File: config.mk
export PLATFORM = sky130hd
export DESIGN_NAME = msup_core
export DESIGN_NICKNAME = d
export VERILOG_FILES = /design/src/rtl/msup_pkg.sv /design/src/rtl/msup_level_track.sv /design/src/rtl/msup_wd_timer.sv /design/src/rtl/msup_rst_stretch.sv /design/src/rtl/msup_core.sv
export SDC_FILE = /design/constraint.sdc
export NUM_CORES = 1
export LEC_CHECK = 0
export CORE_ASPECT_RATIO = 1.5
export CORE_MARGIN = 2
export CORE_UTILIZATION = 39
export CTS_CLUSTER_DIAMETER = 80
export DETAILED_ROUTE_END_ITERATION = 10
export DONT_BUFFER_PORTS = 1
export GPL_TIMING_DRIVEN = 0
export SYNTH_ARGS = -nofsm -noshare
export SYNTH_HDL_FRONTEND = slang
export SYNTH_HIERARCHICAL = 1
export SYNTH_SLANG_ARGS = --single-unit
File: constraint.sdc
create_clock -name clk -period 2.6 [get_ports clk]
set_input_delay 0.39 -clock clk [delete_from_list [all_inputs] [get_ports clk]]
set_output_delay 0.39 -clock clk [all_outputs]
set_load 0.02 [all_outputs]
File: src/rtl/msup_pkg.sv
// Package: shared types for the supervisor core.
// Assumes the watchdog line arrives already resolved to a two-bit code.
package msup_pkg;

    typedef enum logic [1:0] {
        LVL_LOW  = 2'b00,
        LVL_HIGH = 2'b01,
        LVL_MID  = 2'b10
    } lvl_e;

    // Map the two-bit line code to a level; both codes with bit 1 set mean mid.
    function automatic lvl_e decode_level(input logic [1:0] code);
        if (code[1]) begin
            return LVL_MID;
        end
        return code[0] ? LVL_HIGH : LVL_LOW;
    endfunction

endpackage

File: src/rtl/msup_level_track.sv
// Module: msup_level_track
// Classifies the decoded watchdog line and flags service edges.
// A service edge is a low<->high change between two consecutive samples;
// any step into or out of mid-level is not service.
// Assumes wd_level is synchronous to clk.
module msup_level_track
    import msup_pkg::*;
(
    input  logic       clk,
    input  logic       rst_n,
    input  logic [1:0] wd_level,
    output logic       svc_edge,
    output logic       is_mid
);

    lvl_e cur_lvl;
    lvl_e prev_lvl;

    // Decode the present sample.
    assign cur_lvl = decode_level(wd_level);

    // Remember the previous sample; reset to mid so release never looks like service.
    always_ff @(posedge clk) begin
        if (!rst_n) begin
            prev_lvl <= LVL_MID;
        end else begin
            prev_lvl <= cur_lvl;
        end
    end

    // Report mid-level and service edges.
    assign is_mid   = (cur_lvl == LVL_MID);
    assign svc_edge = (cur_lvl != LVL_MID) && (prev_lvl != LVL_MID) && (cur_lvl != prev_lvl);

    AST_EDGE_NEEDS_CHANGE: assert property (@(posedge clk) disable iff (!rst_n)
        svc_edge |-> (wd_level != $past(wd_level)))
        else $error("service edge without line change");

endmodule

File: src/rtl/msup_wd_timer.sv
// Module: msup_wd_timer
// Counts cycles of watchdog inactivity and raises a one-cycle timeout.
// Also keeps the active-low status flag.
// The count is held at zero during a fault, a running reset pulse,
// mid-level, or a service edge.
// Assumes TMO_CYC >= 1.
module msup_wd_timer #(
    parameter int unsigned TMO_CYC = 200_000_000,
    localparam int unsigned CW     = $clog2(TMO_CYC + 1)
) (
    input  logic clk,
    input  logic rst_n,
    input  logic fault,
    input  logic busy,
    input  logic is_mid,
    input  logic svc_edge,
    output logic timeout,
    output logic stat_n
);

    logic [CW-1:0] idle_cnt;
    logic          count_en;
    logic          stat_q;

    // Counting is allowed only when nothing holds or restarts the timer.
    assign count_en = !(fault || busy || is_mid || svc_edge);
    assign timeout  = count_en && (idle_cnt == CW'(TMO_CYC - 1));

    // Inactivity counter; it wraps to zero on timeout to start the next window.
    always_ff @(posedge clk) begin
        if (!rst_n) begin
            idle_cnt <= '0;
        end else if (!count_en || timeout) begin
            idle_cnt <= '0;
        end else begin
            idle_cnt <= idle_cnt + 1'b1;
        end
    end

    // Status flag: dropped by timeout, raised by fault, mid-level or service.
    always_ff @(posedge clk) begin
        if (!rst_n) begin
            stat_q <= 1'b1;
        end else if (fault || is_mid || svc_edge) begin
            stat_q <= 1'b1;
        end else if (timeout) begin
            stat_q <= 1'b0;
        end
    end

    assign stat_n = stat_q;

    AST_CNT_BELOW_LIMIT: assert property (@(posedge clk) disable iff (!rst_n)
        32'(idle_cnt) < TMO_CYC)
        else $error("idle count overflow");
    AST_FAULT_STAT_HIGH: assert property (@(posedge clk) disable iff (!rst_n)
        fault |=> stat_n)
        else $error("status low after fault");
    AST_MID_STAT_HIGH: assert property (@(posedge clk) disable iff (!rst_n)
        is_mid |=> stat_n)
        else $error("status low at mid-level");
    AST_EDGE_CLEARS_CNT: assert property (@(posedge clk) disable iff (!rst_n)
        svc_edge |=> (idle_cnt == '0))
        else $error("service edge did not restart count");
    AST_HELD_WHILE_BUSY: assert property (@(posedge clk) disable iff (!rst_n)
        busy |=> (idle_cnt == '0))
        else $error("count advanced during reset");

endmodule

File: src/rtl/msup_rst_stretch.sv
// Module: msup_rst_stretch
// Holds a down-counter that keeps the processor reset asserted.
// A supply fault or a watchdog timeout loads HOLD_CYC; otherwise the counter
// runs down to zero, and reset is active while the counter is non-zero.
// Assumes HOLD_CYC >= 1.
module msup_rst_stretch #(
    parameter int unsigned HOLD_CYC = 25_000_000,
    localparam int unsigned HW      = $clog2(HOLD_CYC + 1)
) (
    input  logic clk,
    input  logic rst_n,
    input  logic fault,
    input  logic trigger,
    output logic busy
);

    logic [HW-1:0] hold_cnt;

    // Load on fault or timeout, otherwise count down to zero.
    always_ff @(posedge clk) begin
        if (!rst_n) begin
            hold_cnt <= HW'(HOLD_CYC);
        end else if (fault || trigger) begin
            hold_cnt <= HW'(HOLD_CYC);
        end else if (hold_cnt != '0) begin
            hold_cnt <= hold_cnt - 1'b1;
        end
    end

    // Reset is requested while time remains.
    assign busy = (hold_cnt != '0);

    AST_FAULT_ASSERTS_RST: assert property (@(posedge clk) disable iff (!rst_n)
        fault |=> busy)
        else $error("reset not held during fault");
    AST_TRIG_ASSERTS_RST: assert property (@(posedge clk) disable iff (!rst_n)
        trigger |=> busy)
        else $error("timeout gave no reset");
    AST_RELEASE_NEEDS_SUPPLY: assert property (@(posedge clk) disable iff (!rst_n)
        $fell(busy) |-> !$past(fault))
        else $error("reset released during fault");

endmodule

File: src/rtl/msup_core.sv
// Module: msup_core (top)
// Supervisor control core: supply-fault reset stretching plus a watchdog
// that has a three-level input and produces a repeating pulse train.
// Assumes supply_ok and wd_level are already synchronous to clk.
// Durations are in clock cycles.
module msup_core #(
    parameter int unsigned HOLD_CYC = 25_000_000,
    parameter int unsigned TMO_CYC  = 200_000_000
) (
    input  logic       clk,
    input  logic       rst_n,
    input  logic       supply_ok,
    input  logic [1:0] wd_level,
    output logic       rst_out_n,
    output logic       rst_out,
    output logic       wd_stat_n
);

    logic fault;
    logic svc_edge;
    logic is_mid;
    logic timeout;
    logic busy;

    // A fault is simply a low supply-good flag.
    assign fault = !supply_ok;

    msup_level_track u_level (
        .clk      (clk),
        .rst_n    (rst_n),
        .wd_level (wd_level),
        .svc_edge (svc_edge),
        .is_mid   (is_mid)
    );

    msup_wd_timer #(.TMO_CYC(TMO_CYC)) u_timer (
        .clk      (clk),
        .rst_n    (rst_n),
        .fault    (fault),
        .busy     (busy),
        .is_mid   (is_mid),
        .svc_edge (svc_edge),
        .timeout  (timeout),
        .stat_n   (wd_stat_n)
    );

    msup_rst_stretch #(.HOLD_CYC(HOLD_CYC)) u_stretch (
        .clk     (clk),
        .rst_n   (rst_n),
        .fault   (fault),
        .trigger (timeout),
        .busy    (busy)
    );

    // Drive both reset polarities from the same stretch state.
    assign rst_out_n = !busy;
    assign rst_out   = busy;

    AST_TMO_DROPS_STAT: assert property (@(posedge clk) disable iff (!rst_n)
        timeout |=> (!wd_stat_n && !rst_out_n))
        else $error("timeout not reflected at outputs");
    AST_MID_NO_PULSE: assert property (@(posedge clk) disable iff (!rst_n)
        (is_mid && !busy && supply_ok) |=> rst_out_n)
        else $error("pulse issued at mid-level");

endmodule

==> results.json <==
{
  "worst-path-buf-inv": 4,
  "ys_seq_area_frac": 0.386,
  "viasPerCell": 5.53,
  "initial_core_util": 0.402,
  "syn_nets": 332,
  "synth_edf_count": 0,
  "instances_no_fill": 435,
  "drc": 0,
  "end_kind": "register",
  "tns_ns": 0,
  "slowest_stage": "dfxtp_1",
  "ys.flop_type": "dfxtp_1",
  "drive_gt1_frac": 0.146,
  "wirelength_um": 6150,
  "slew_headroom": 0.628,
  "worstMarginPinSlew_ns": 0.558,
  "ys_async_sr_fraction": 0,
  "required_ns": 2.83,
  "io_pins": 8,
  "port_buffers": 0,
  "finalNetCount": 342,
  "syn_area_per_cell_um2": 8.95,
  "slew_violations": 0,
  "htreeDepth": 2,
  "die_area_um2": 8180,
  "grt_pass1_wl_um": 10500,
  "hold_path_class": "in -> reg",
  "worstPathArrival_ns": 2.65,
  "die_w_um": 74.5,
  "hold_viol_final": 0,
  "maxCapViolCount": 0,
  "timing.final.crit_period_ns": 2.42,
  "first_pass_iters": 4,
  "leakagePower_nw": 0.994,
  "core_um2": 7230,
  "netlist_area_um2": 2910,
  "wl_per_cell_um": 14.1,
  "grt_use_total": 0.162,
  "cts-root-buf": "clkbuf_8",
  "outcome": "finished, final reports clean",
  "path_class": "reg -> reg",
  "grt_overflow_total": 0,
  "finalCritPeriodShare": 0.931,
  "finalSetupViolCount": 0,
  "antenna_left": 0,
  "ys_types": 56,
  "numClockSinks": 56,
  "worstPathCellList": "inv_1, ha_2, nor4b_4, nand4_4, or2_0, buf_6, or2_2, buf_2, buf_2, nor3_1",
  "critPathMaxFanout": 11,
  "grt_max_degree": 17,
  "holdBufCountCts": 0,
  "path_common_cell": "buf_2",
  "p_per_area_nw_per_um2": 502,
  "ys_warn_count": 6,
  "numCtsBuffers": 5,
  "dieHeight_um": 110,
  "synthCells": 325,
  "rows": 38,
  "cp_top_family": "simple AND/OR/NAND/NOR gates",
  "fin_skew_ns": 0.0138,
  "rsz0062_at_grt": "false",
  "max_freq_mhz": 413,
  "dpl.hpwl_um": 4510,
  "start_kind": "register",
  "vdd_drop_max_mv": 0.330,
  "antennaDiodeCount": 0,
  "cts_tree": "done",
  "clk_pin_slew_ns": 0.10,
  "cts_buffer_depth": 2,
  "antenna_found_initial": 0,
  "placed_cells": 425,
  "ys_ff_latch": 56,
  "via_count": 2404,
  "max_stage_delay_ns": 0.36,
  "syn_to_final_growth_pct": 11.5,
  "drtIter0Drc": 111,
  "grt_pass1_vias": 2329,
  "clk_latency_ns": 0.30,
  "gp_congestion": 0.824
}
==> synthesized netlist by cell type, drive strengths merged, types with 2 or more instances <==
master	count	area, µm²
a211oi	12	105
a21oi	5	25.0
and2	8	50.1
and3	7	43.8
and4	3	27.5
buf	7	46.3
clkbuf	9	33.8
dfxtp	56	1120
ha	2	25.0
inv	7	26.3
nand2	21	78.8
nand2b	3	18.8
nand3	15	80.1
nand3b	2	15.0
nand4	17	119
nor2	27	101
nor2b	2	20.0
nor3	12	60.1
nor3b	2	15.0
nor4	13	130
nor4b	3	41.3
o211ai	5	37.5
o21ai	13	65.1
o311ai	2	17.5
o31ai	9	67.6
or2	3	18.8
or3	12	75.1
or4	7	60.1
xnor2	13	114
xor2	15	131
==> final timing paths <==
kind / depth (start not counted) / endpoint / slack, ns / startpoint
worst min-delay path: 2 / u_level/prev_lvl[0] / 0.19 / wd_level[0]
worst min register to register: 1 / u_timer/idle_cnt[0] / 0.49 / u_timer/idle_cnt[0]
worst max-delay path: 10 / u_timer/idle_cnt[3] / 0.18 / u_stretch/hold_cnt[1]
worst max register to register: 10 / u_timer/idle_cnt[3] / 0.18 / u_stretch/hold_cnt[1]
==> layout by cell type, fill, tap and decap left out, drive strengths merged, types with 8 or more instances in the layout <==
cell     n
a211oi  12
and2     8
buf     11
clkbuf  13
dfxtp   56
nand2   21
nand3   15
nand4   17
nor2    27
nor3    12
nor4    13
o21ai   13
o31ai    9
or3     12
xnor2   13
xor2    15
==> sequential cells by signal, indices dropped and copies added (netlist names) <==
signal / cells
u_timer/idle_cnt: 28
u_stretch/hold_cnt: 25
u_level/prev_lvl: 2
u_timer/stat_n: 1
==> power breakdown <==
group / internal [mW] / switching, mW
Clock: 0.379 / 0.271
Sequential: 0.869 / 0.0174
Combinational: 0.0447 / 0.0464
Total: 1.29 / 0.335
==> repair_timing <==
item / in CTS / in global routing
pin swaps: 0 / 1
gates resized for setup: 7 / 13
buffers inserted: 2 / 2
setup endpoints to repair: 45 / 41
gates cloned: 0 / 0
==> area by class of cell <==
class                   count  area, µm²
multi-input cells         246       1710
clock inverters             2       60.1
fillers                   725       3990
well taps                 100        125
clock buffers               5       68.8
plain buffers              15       95.1
inverters                   7       26.3
repair buffers              4       30.0
flip-flops and latches     56       1120
==> metal layers <==
layer / global-route usage / vias to the layer above / routed length [µm]
met5: 0 / - / 0
met4: 0.0612 / 0 / 81
met3: 0.0284 / 8 / 117
met2: 0.296 / 27 / 3360
met1: 0.182 / 1145 / 2590
li1: - / 1224 / -
==> kinds of logic after synthesis <==
kind of cell / count (synthesis) / share of synthesized area
AO/OA/AOI/OAI: 53 / 0.136
XOR/XNOR: 28 / 0.0843
adder cells (fa/ha/maj): 2 / 0.00860
buffers and inverters: 23 / 0.0366
flip-flops: 56 / 0.386
multiplexers: 1 / 0.00516
AND/OR/NAND/NOR: 162 / 0.344
==> through the flow <==
stage	area [µm²]	setup WS, ns	hold slack, ns	power, mW	util
2_1_floorplan	2910	0.0482	0.447	0.971	-
3_3_place_gp	3030	-0.436	0.473	0.987	0.420
3_5_place_dp	3030	-0.438	0.481	0.989	0.420
4_1_cts	3190	0.0103	0.170	1.65	0.442
5_1_grt	3240	0.00579	0.163	1.70	0.449
6_report	3240	0.179	0.187	1.63	0.449
Note: power is estimated with default switching activity, not from simulation.
